## config.mk

```make
export PLATFORM = sky130hd
export DESIGN_NAME = smb_cfg_slave
export DESIGN_NICKNAME = d
export VERILOG_FILES = /design/src/rtl/smb_cfg_pkg.sv /design/src/rtl/smb_bus_sync.sv /design/src/rtl/smb_cfg_regs.sv /design/src/rtl/smb_cfg_slave.sv
export SDC_FILE = /design/constraint.sdc
export NUM_CORES = 1
export LEC_CHECK = 0
export ABC_CLOCK_PERIOD_IN_PS = 4400
export CAP_MARGIN = 10
export CORE_ASPECT_RATIO = 0.8
export CORE_UTILIZATION = 40
export CTS_CLUSTER_DIAMETER = 30
export DETAILED_ROUTE_END_ITERATION = 10
export PLACE_DENSITY_LB_ADDON = 0.05
export REMOVE_ABC_BUFFERS = 1
export SLEW_MARGIN = 20
export SYNTH_ARGS = -nofsm -noshare
export SYNTH_HDL_FRONTEND = slang
export SYNTH_SLANG_ARGS = --single-unit
```

## constraint.sdc

```tcl
create_clock -name clk -period 4.4 [get_ports clk]
set_input_delay 0.44 -clock clk [delete_from_list [all_inputs] [get_ports clk]]
set_output_delay 0.44 -clock clk [all_outputs]
set_load 0.005 [all_outputs]
```

## src/rtl/smb_cfg_pkg.sv

```systemverilog
package smb_cfg_pkg;

    localparam int BYTE_W     = 8;
    localparam int FS_W       = 4;
    localparam int FS_LSB     = 4;
    localparam int SRC_BIT    = 3;
    localparam int SPREAD_BIT = 1;
    localparam int TRI_BIT    = 0;

    typedef enum logic [2:0] {
        ST_IDLE,
        ST_RX,
        ST_ACK_TX,
        ST_TX,
        ST_ACK_RX,
        ST_IGNORE
    } smb_state_e;

    typedef struct packed {
        smb_state_e        state;
        logic [3:0]        bitcnt;
        logic [BYTE_W-1:0] shift;
        logic [7:0]        byte_idx;
        logic              rw;
        logic              oe;
        logic              nack;
    } smb_ctl_t;

    typedef struct packed {
        logic [FS_W-1:0] fs_sel;
        logic            spread;
        logic            tristate;
    } smb_ctrl_out_t;

endpackage

```

## src/rtl/smb_bus_sync.sv

```systemverilog
module smb_bus_sync #(
    parameter int SYNC_STAGES = 2
) (
    input  logic clk,
    input  logic rst_n,
    input  logic scl_i,
    input  logic sda_i,
    output logic scl_s,
    output logic sda_s,
    output logic scl_rise,
    output logic scl_fall,
    output logic start_det,
    output logic stop_det
);

    localparam int NLINES = 2;

    logic [NLINES-1:0] line_in;
    logic [NLINES-1:0] line_s;
    logic [NLINES-1:0] line_prev;

    assign line_in = {sda_i, scl_i};

    for (genvar gl = 0; gl < NLINES; gl++) begin : g_line
        logic [SYNC_STAGES-1:0] pipe_d, pipe_q;
        logic                   prev_q;

        always_comb begin
            pipe_d = {pipe_q[SYNC_STAGES-2:0], line_in[gl]};
        end

        always_ff @(posedge clk or negedge rst_n) begin
            if (!rst_n) begin
                pipe_q <= '1;
                prev_q <= 1'b1;
            end else begin
                pipe_q <= pipe_d;
                prev_q <= pipe_q[SYNC_STAGES-1];
            end
        end

        assign line_s[gl]    = pipe_q[SYNC_STAGES-1];
        assign line_prev[gl] = prev_q;
    end

    assign scl_s     = line_s[0];
    assign sda_s     = line_s[1];
    assign scl_rise  = line_s[0] & ~line_prev[0];
    assign scl_fall  = ~line_s[0] & line_prev[0];
    assign start_det = line_s[0] & line_prev[0] & line_prev[1] & ~line_s[1];
    assign stop_det  = line_s[0] & line_prev[0] & ~line_prev[1] & line_s[1];

endmodule

```

## src/rtl/smb_cfg_regs.sv

```systemverilog
module smb_cfg_regs
    import smb_cfg_pkg::*;
#(
    parameter int NUM_REGS = 6
) (
    input  logic              clk,
    input  logic              rst_n,
    input  logic              wr_en,
    input  logic [7:0]        wr_idx,
    input  logic [BYTE_W-1:0] wr_data,
    input  logic [7:0]        rd_idx,
    output logic [BYTE_W-1:0] rd_data,
    output logic [BYTE_W-1:0] reg0_o,
    input  logic [FS_W-1:0]   fs_jumper_i,
    output logic [FS_W-1:0]   fs_sel_o,
    output logic              spread_en_o,
    output logic              out_tristate_o
);

    logic [BYTE_W-1:0] bank_d [NUM_REGS];
    logic [BYTE_W-1:0] bank_q [NUM_REGS];
    smb_ctrl_out_t     out_d, out_q;

    always_comb begin
        for (int i = 0; i < NUM_REGS; i++) begin
            bank_d[i] = (wr_en && wr_idx == 8'(i)) ? wr_data : bank_q[i];
        end
        rd_data = '0;
        for (int i = 0; i < NUM_REGS; i++) begin
            if (rd_idx == 8'(i)) begin
                rd_data = bank_q[i];
            end
        end
        out_d.fs_sel   = bank_q[0][SRC_BIT] ? bank_q[0][FS_LSB +: FS_W] : fs_jumper_i;
        out_d.spread   = bank_q[0][SPREAD_BIT];
        out_d.tristate = bank_q[0][TRI_BIT];
    end

    always_ff @(posedge clk or negedge rst_n) begin
        if (!rst_n) begin
            for (int i = 0; i < NUM_REGS; i++) begin
                bank_q[i] <= '0;
            end
            out_q <= '0;
        end else begin
            for (int i = 0; i < NUM_REGS; i++) begin
                bank_q[i] <= bank_d[i];
            end
            out_q <= out_d;
        end
    end

    assign reg0_o         = bank_q[0];
    assign fs_sel_o       = out_q.fs_sel;
    assign spread_en_o    = out_q.spread;
    assign out_tristate_o = out_q.tristate;

endmodule

```

## src/rtl/smb_cfg_slave.sv

```systemverilog
module smb_cfg_slave
    import smb_cfg_pkg::*;
#(
    parameter logic [6:0]        DEV_ADDR    = 7'h69,
    parameter int                NUM_REGS    = 6,
    parameter logic [BYTE_W-1:0] BYTE_COUNT  = 8'h09,
    parameter int                SYNC_STAGES = 2
) (
    input  logic            clk,
    input  logic            rst_n,
    input  logic            scl_i,
    input  logic            sda_i,
    output logic            sda_oe_o,
    input  logic [FS_W-1:0] fs_jumper_i,
    output logic [FS_W-1:0] fs_sel_o,
    output logic            spread_en_o,
    output logic            out_tristate_o
);

    localparam logic [7:0] WR_SKIP = 8'd3;
    localparam logic [7:0] RD_SKIP = 8'd2;
    localparam logic [3:0] LAST_BIT = 4'(BYTE_W);

    logic scl_s, sda_s, scl_rise, scl_fall, start_det, stop_det;
    logic reg_we;
    logic [7:0] nidx, rd_idx, wr_idx;
    logic [BYTE_W-1:0] rd_data, tx_byte, reg0;
    smb_ctl_t ctl_d, ctl_q;

    smb_bus_sync #(
        .SYNC_STAGES(SYNC_STAGES)
    ) u_sync (
        .clk       (clk),
        .rst_n     (rst_n),
        .scl_i     (scl_i),
        .sda_i     (sda_i),
        .scl_s     (scl_s),
        .sda_s     (sda_s),
        .scl_rise  (scl_rise),
        .scl_fall  (scl_fall),
        .start_det (start_det),
        .stop_det  (stop_det)
    );

    smb_cfg_regs #(
        .NUM_REGS(NUM_REGS)
    ) u_regs (
        .clk            (clk),
        .rst_n          (rst_n),
        .wr_en          (reg_we),
        .wr_idx         (wr_idx),
        .wr_data        (ctl_q.shift),
        .rd_idx         (rd_idx),
        .rd_data        (rd_data),
        .reg0_o         (reg0),
        .fs_jumper_i    (fs_jumper_i),
        .fs_sel_o       (fs_sel_o),
        .spread_en_o    (spread_en_o),
        .out_tristate_o (out_tristate_o)
    );

    // position of the next byte: 1 is the count byte on reads, 2.. the bank
    assign nidx    = (ctl_q.byte_idx == 8'hFF) ? 8'hFF : ctl_q.byte_idx + 8'd1;
    assign rd_idx  = nidx - RD_SKIP;
    assign wr_idx  = ctl_q.byte_idx - WR_SKIP;
    assign tx_byte = (nidx == 8'd1) ? BYTE_COUNT : rd_data;

    always_comb begin
        ctl_d  = ctl_q;
        reg_we = 1'b0;
        unique case (ctl_q.state)
            ST_RX: begin
                if (scl_rise && ctl_q.bitcnt < LAST_BIT) begin
                    ctl_d.shift  = {ctl_q.shift[BYTE_W-2:0], sda_s};
                    ctl_d.bitcnt = ctl_q.bitcnt + 4'd1;
                end else if (scl_fall && ctl_q.bitcnt == LAST_BIT) begin
                    if (ctl_q.byte_idx == 8'd0) begin
                        if (ctl_q.shift[BYTE_W-1:1] == DEV_ADDR) begin
                            ctl_d.rw    = ctl_q.shift[0];
                            ctl_d.oe    = 1'b1;
                            ctl_d.state = ST_ACK_TX;
                        end else begin
                            ctl_d.state = ST_IGNORE;
                        end
                    end else begin
                        reg_we      = !ctl_q.rw && (ctl_q.byte_idx >= WR_SKIP);
                        ctl_d.oe    = 1'b1;
                        ctl_d.state = ST_ACK_TX;
                    end
                end
            end
            ST_ACK_TX: begin
                if (scl_fall) begin
                    ctl_d.byte_idx = nidx;
                    if (ctl_q.rw) begin
                        ctl_d.shift  = {tx_byte[BYTE_W-2:0], 1'b0};
                        ctl_d.oe     = ~tx_byte[BYTE_W-1];
                        ctl_d.bitcnt = 4'd1;
                        ctl_d.state  = ST_TX;
                    end else begin
                        ctl_d.oe     = 1'b0;
                        ctl_d.bitcnt = 4'd0;
                        ctl_d.state  = ST_RX;
                    end
                end
            end
            ST_TX: begin
                if (scl_fall) begin
                    if (ctl_q.bitcnt == LAST_BIT) begin
                        ctl_d.oe    = 1'b0;
                        ctl_d.state = ST_ACK_RX;
                    end else begin
                        ctl_d.oe     = ~ctl_q.shift[BYTE_W-1];
                        ctl_d.shift  = {ctl_q.shift[BYTE_W-2:0], 1'b0};
                        ctl_d.bitcnt = ctl_q.bitcnt + 4'd1;
                    end
                end
            end
            ST_ACK_RX: begin
                if (scl_rise) begin
                    ctl_d.nack = sda_s;
                end else if (scl_fall) begin
                    if (ctl_q.nack) begin
                        ctl_d.state = ST_IGNORE;
                    end else begin
                        ctl_d.byte_idx = nidx;
                        ctl_d.shift    = {tx_byte[BYTE_W-2:0], 1'b0};
                        ctl_d.oe       = ~tx_byte[BYTE_W-1];
                        ctl_d.bitcnt   = 4'd1;
                        ctl_d.state    = ST_TX;
                    end
                end
            end
            default: begin
            end
        endcase

        if (start_det) begin
            ctl_d       = '0;
            ctl_d.state = ST_RX;
            reg_we      = 1'b0;
        end else if (stop_det) begin
            ctl_d.state = ST_IDLE;
            ctl_d.oe    = 1'b0;
            reg_we      = 1'b0;
        end
    end

    always_ff @(posedge clk or negedge rst_n) begin
        if (!rst_n) begin
            ctl_q       <= '0;
            ctl_q.state <= ST_IDLE;
        end else begin
            ctl_q <= ctl_d;
        end
    end

    assign sda_oe_o = ctl_q.oe;

endmodule

```

==> results.sh, run 1 <==
export IMPL_rsz0062_at_grt="no"
export IMPL_maxSlewHeadroom=0.2466
export IMPL_initial_utilization=0.4109
export IMPL_clockPowerShare=0.227
export IMPL_finalCritPeriodShare=0.7944
export IMPL_dr_first_iter_drc_count=319
export IMPL_synthArstFlopShare=1.000
export IMPL_synth_most_common_cell="dfrtp_1"
export IMPL_drv_slew=0
export IMPL_timing_rr_start="ctl_q[4]"
export IMPL_route_detailed_drc=0
export IMPL_cts_hold_buf=0
export IMPL_ys_seq_elements=86
export IMPL_setup_violations=0
export IMPL_layout_drive_gt1_share=0.2013
export IMPL_finalWirelength_mm=11.65
export IMPL_io_pins=15
export IMPL_worstPathMaxFanout=17
export IMPL_synth_edf_count=0
export IMPL_dr_pass1_iters=4
export IMPL_numCtsBuffers=9
export IMPL_irDropWorstVdd_uv=243.9
export IMPL_ys_warn_count=0
export IMPL_cp_required_ns=4.61
export IMPL_clkSinkCount=86
export IMPL_post_route_min_period_ns=3.496
export IMPL_hold_slack_ns=0.1139
export IMPL_htree_levels=3
export IMPL_max_freq_mhz=286.1
export IMPL_track_usage=0.2041
export IMPL_power_density_mw_per_mm2=596.6
export IMPL_reg2regPathDepth=9
export IMPL_ys_seq_area_frac=0.4564
export IMPL_hold_violations=0
export IMPL_fp_dieW_microns=123.6
export IMPL_antenna_found_initial=0
export IMPL_maxCapViolCount=0
export IMPL_rrSetupSlack_ns=0.90
export IMPL_root_buffer="clkbuf_16"
export IMPL_cts_resized=0
export IMPL_syn_area_per_cell_sq_um=10.29
export IMPL_grt_max_degree=48
export IMPL_gp_congestion=0.8373
export IMPL_nets=475
export IMPL_synth_flop_cell="dfrtp_1"
export IMPL_switching_share=0.4254
export IMPL_cp_cell_sequence="ha_1 > nand4_1 > nor2_2 > nor2_1 > ha_1 > or2_2 > o22a_1 > nor3b_1 > a211oi_2"
export IMPL_clk_pin_slew_ns=0.07
export IMPL_grt_pass1_wl_mm=19.15
export IMPL_grt_pass1_vias=3395
export IMPL_wl_per_cell_microns=19.10
export IMPL_worstSetupEndpointType="flop"
export IMPL_critical_path_max_stage_delay_ns=0.59
export IMPL_status="completed"
export IMPL_post_cts_buffers=0
export IMPL_synth_area_sq_mm=0.004732
export IMPL_p_int_mw=1.790
export IMPL_tightest_slew_ns=1.113
export IMPL_ys_types=69
export IMPL_core_rowCount=35
export IMPL_crit_path_frequent_cell="ha_1"
export IMPL_gr_total_overflow=0
export IMPL_min_path_type="in -> async"
export IMPL_synthToLayoutAreaGrowth_pct=10.34
export IMPL_crit_family="simple AND/OR/NAND/NOR gates"
export IMPL_antenna_left=0
export IMPL_crit_buf_inv=0
export IMPL_tns_ns=0
export IMPL_dieArea_sq_mm=0.01227
export IMPL_cts_tree="built"
export IMPL_worst_setup_path_start_kind="flop"
export IMPL_pwr_share_seq=0.341
export IMPL_dr_total_vias=3594
export IMPL_clockBufferDepth=2
export IMPL_synth_top_area_frac=0.4231
export IMPL_vias_per_cell=5.892
export IMPL_crit_type="reg -> reg"
export IMPL_yosysTopAreaCell="dfrtp_1"
export IMPL_slowest_stage="ha_1"
export IMPL_reg2reg_to="ctl_q[12]"
export IMPL_io_buffer_count=14
export IMPL_p_sw_mw=1.325
export IMPL_antenna_diode_count=0
export IMPL_comb_power_share=0.431
export IMPL_core_sq_mm=0.01152
export IMPL_skew_ns=0.005866
export IMPL_hpwl_mm=8.104
export IMPL_leakage_nw=2.245
export IMPL_clk_insertion_delay_late_ns=0.34
export IMPL_arrival_ns=3.71
export IMPL_syn_inst=460
export IMPL_synthTopCellsByCount="dfrtp_1, mux2_2, nand2_1"
export IMPL_die_h_microns=99.29
export IMPL_synth_area_leaders="dfrtp_1, mux2_2, dfstp_2"
export IMPL_worst_path_stages=9
layout make-up:
type,instances,area (sq um)
clock inverters,6,47.55
multi-input cells,336,2410
well taps,148,185.2
flip-flops and latches,86,2160
repair buffers,18,167.7
clock buffers,9,225.2
fillers,1076,6296
inverters,7,26.28
state kept, by name, indices dropped and copies added (netlist names):
signal / cells
u_regs.spread_en_o: 1
u_regs.out_tristate_o: 1
ctl_q: 25
u_regs.reg0_o: 8
u_regs.fs_sel_o: 4
sda_oe_o: 1
u_sync.g_line.pipe_q: 4
u_sync.g_line.prev_q: 2
u_regs.bank_q: 40
worst register-to-register path: cells and delay by family, from the launching register on:
family          cells  cell delay (ns)
fa+ha+maj           2             1.09
simple gates        5             1.51
flops               1             0.51
compound gates      2             0.27
power by group through the flow:
stage | Sequential [mW] | Combinational [mW] | Clock, mW
4_1_cts | 1.06 | 1.33 | 0.736
3_5_place_dp | 1.07 | 1.32 | 0
6_report | 1.06 | 1.34 | 0.709
3_3_place_gp | 1.07 | 1.33 | 0
2_1_floorplan | 1.02 | 0.962 | 0
5_1_grt | 1.08 | 1.49 | 0.767
per-layer routing:
layer	vias to the layer above	global-route usage	part of all wire	routed length [microns]
met1	1789	0.3216	0.52	6102
met5	-	0	0	0
li1	1699	-	-	-
met4	0	0.04634	0.011	125
met2	97	0.2838	0.43	4963
met3	9	0.03842	0.039	458
kinds of logic (layout without fill, tap and decap cells):
group                      count (synthesis)  in the layout  share of synthesized area
buffers and inverters                     38             40                    0.03543
adders and majority gates                  9              9                    0.02380
muxes                                     65             65                     0.1518
xor gates and xnor gates                   4              4                   0.007405
DFF                                       86             86                     0.4564
and+or+nand+nor                          148            148                     0.1655
AOI/OAI and AO/OA                        110            110                     0.1597
worst max path at each step:
stage | start | endpoint
floorplan | ctl_q[3] | ctl_q[12]
global placement | ctl_q[4] | ctl_q[12]
detailed placement | ctl_q[4] | ctl_q[12]
CTS | ctl_q[4] | ctl_q[12]
global route | ctl_q[4] | sda_oe_o
finish | ctl_q[4] | ctl_q[12]
cell usage in the layout, fill, tap and decap left out, types with 9 or more instances in the layout:
cell type        count
clkbuf_16            9
a31oi_1             10
nor3_1              11
clkdlybuf4s50_1     13
mux2i_1             11
a21oi_1             25
o211ai_1            10
nand3_1             17
o21ai_0             14
mux2_2              52
nand2_1             35
ha_1                 9
dfrtp_1             80
nor2_1              32
stage by stage:
step,std cells,total power [mW],instance area (sq um),util,setup slack [ns]
5_1_grt,610,3.338,5221,0.4533,0.6548
3_5_place_dp,595,2.396,4949,0.4297,0.9345
6_report,610,3.115,5221,0.4533,0.9045
3_3_place_gp,595,2.401,4949,0.4297,1.128
2_1_floorplan,429,1.979,4591,-,1.203
4_1_cts,610,3.126,5221,0.4533,0.9007
(Power assumes the default switching activity.)
==> run 2, diff against run 1 <==
--- a/config.mk
+++ b/config.mk
@@ -5,7 +5,7 @@
 export SDC_FILE = /design/constraint.sdc
 export NUM_CORES = 1
 export LEC_CHECK = 0
-export ABC_CLOCK_PERIOD_IN_PS = 4400
+export ABC_CLOCK_PERIOD_IN_PS = 3550
 export CAP_MARGIN = 10
 export CORE_ASPECT_RATIO = 0.8
 export CORE_UTILIZATION = 40
==> constraint.sdc (replaced) <==
create_clock -name clk -period 3.55 [get_ports clk]
set_input_delay 0.355 -clock clk [delete_from_list [all_inputs] [get_ports clk]]
set_output_delay 0.355 -clock clk [all_outputs]
set_load 0.005 [all_outputs]
==> run 2 against run 1 <==
  * Final cell count increased by 1.3%
  * Maximum frequency is 19% higher
  * First-iteration DRC count down 6.6%
  * Worst setup slack got worse by 0.29 ns
  * Die area unchanged
  * Register-to-register slack got worse by 0.29 ns
  * Combinational power up 31%
  * Sequential share of layout area is 0.69 points lower
  * Sequential power grew 23%
  * Largest cell class unchanged
==> results.sh, run 2 (same netlist as run 1, synthesis figures left out) <==
export IMPL_maxSlewHeadroom=0.4799
export IMPL_synthToLayoutAreaGrowth_pct=12.22
export IMPL_cts_hold_buf=0
export IMPL_p_int_mw=2.331
export IMPL_track_usage=0.2099
export IMPL_finalCritPeriodShare=0.8258
export IMPL_setup_violations=0
export IMPL_rsz0062_at_grt="no"
export IMPL_clockPowerShare=0.240
export IMPL_timing_rr_start="ctl_q[4]"
export IMPL_grt_pass1_vias=3413
export IMPL_io_pins=15
export IMPL_skew_ns=0.005607
export IMPL_core_sq_mm=0.01152
export IMPL_post_route_min_period_ns=2.931
export IMPL_clk_insertion_delay_late_ns=0.34
export IMPL_post_cts_buffers=0
export IMPL_worst_setup_path_start_kind="flop"
export IMPL_switching_share=0.4186
export IMPL_final_cell_mix="dfrtp_1, mux2_2, nand2_1"
export IMPL_irDropWorstVdd_uv=293.1
export IMPL_worstPathMaxFanout=14
export IMPL_layout_commonest_cell="dfrtp_1"
export IMPL_drv_slew=0
export IMPL_reg2reg_to="ctl_q[12]"
export IMPL_pwr_share_seq=0.323
export IMPL_fp_dieW_microns=123.6
export IMPL_clk_pin_slew_ns=0.06
export IMPL_dr_pass1_iters=5
export IMPL_leakage_nw=2.309
export IMPL_finalWirelength_mm=11.98
export IMPL_p_sw_mw=1.679
export IMPL_core_rowCount=35
export IMPL_fillers=1092
export IMPL_gp_congestion=0.8583
export IMPL_status="completed"
export IMPL_vias_per_cell=5.830
export IMPL_worstSetupEndpointType="flop"
export IMPL_hold_violations=0
export IMPL_rrSetupSlack_ns=0.62
export IMPL_gr_total_overflow=0
export IMPL_clkSinkCount=86
export IMPL_dr_total_vias=3603
export IMPL_cts_tree="built"
export IMPL_tns_ns=0
export IMPL_layout_drive_gt1_share=0.2128
export IMPL_initial_utilization=0.4109
export IMPL_htree_levels=3
export IMPL_grt_pass1_wl_mm=19.32
export IMPL_clockBufferDepth=2
export IMPL_root_buffer="clkbuf_16"
export IMPL_max_freq_mhz=341.1
export IMPL_tightest_slew_ns=0.7767
export IMPL_dr_first_iter_drc_count=298
export IMPL_wl_per_cell_microns=19.38
export IMPL_dieArea_sq_mm=0.01227
export IMPL_fin_ws_ns=0.6185
export IMPL_nets=483
export IMPL_die_h_microns=99.29
export IMPL_place_ws_ns=0.6737
export IMPL_comb_power_share=0.436
export IMPL_antenna_found_initial=0
export IMPL_reg2regPathDepth=8
export IMPL_min_path_type="in -> async"
export IMPL_antenna_left=0
export IMPL_largest_register_ffs=40
export IMPL_cp_required_ns=3.77
export IMPL_cts_resized=0
export IMPL_route_detailed_drc=0
export IMPL_io_buffer_count=14
export IMPL_maxCapViolCount=0
export IMPL_arrival_ns=3.15
export IMPL_finalCoreUtilization=0.4611
export IMPL_largest_register="u_regs.bank_q"
export IMPL_grt_max_degree=79
export IMPL_power_density_mw_per_mm2=755.1
export IMPL_crit_type="reg -> reg"
export IMPL_antenna_diode_count=0
export IMPL_numCtsBuffers=9
export IMPL_hpwl_mm=8.290
## run 2: cell count changes in the layout (fill, tap and decap cells not counted)
cell	change
buf_4	+7
clkinvlp_4	-3
buf_6	+1
bufinv_16	+1
clkbuf_1	+1
clkbuf_8	+1
## run 2: metal layers
layer	wire length (microns)	global-route usage	up-vias
met2	5068	0.2974	90
li1	-	-	1724
met3	457	0.04186	13
met5	0	0	-
met1	6300	0.3213	1776
met4	148	0.05746	0
## run 2: worst max-delay path by stage
stage,cells past startpoint,end,from
finish,8,ctl_q[12],ctl_q[4]
global route,8,ctl_q[12],ctl_q[4]
CTS,8,ctl_q[12],ctl_q[4]
detailed placement,8,ctl_q[12],ctl_q[4]
global placement,8,ctl_q[12],ctl_q[3]
floorplan,9,ctl_q[12],ctl_q[3]
## run 2: cell type report
class                      instances  area, sq um  share of cell area
clock buffer                      11        242.7             0.04571
clock inverter                     4        55.05             0.01037
inverter                           7        26.28            0.004948
multi-input combinational        336         2410              0.4538
sequential                        86         2160              0.4067
tap                              148        185.2             0.03487
timing repair buffer              26        231.5             0.04359
## run 2: power groups by stage
stage / clock network, mW / logic (mW) / registers, mW
after global placement: 0 / 1.72 / 1.31
after CTS: 0.984 / 1.74 / 1.29
after floorplan: 0 / 1.19 / 1.26
after detailed placement: 0 / 1.72 / 1.31
after global routing: 1.03 / 1.92 / 1.32
final: 0.964 / 1.75 / 1.30
## run 2: through the flow
stage / hold slack [ns] / cells / power, mW / area (sq um)
5_1_grt: 0.09950 / 618 / 4.270 / 5310
3_3_place_gp: 0.3468 / 603 / 3.026 / 5009
2_1_floorplan: 0.05941 / 429 / 2.453 / 4591
3_5_place_dp: 0.3468 / 603 / 3.026 / 5009
6_report: 0.04753 / 618 / 4.010 / 5310
4_1_cts: 0.2354 / 618 / 4.014 / 5306
## run 2: critical path: stages, from the launching register on
cell	delay (ns)
dfrtp_1	0.51
inv_1	0.15
ha_1	0.31
nor2_1	0.39
ha_1	0.50
or2_2	0.42
o22a_1	0.20
nor3b_1	0.25
a211oi_2	0.08
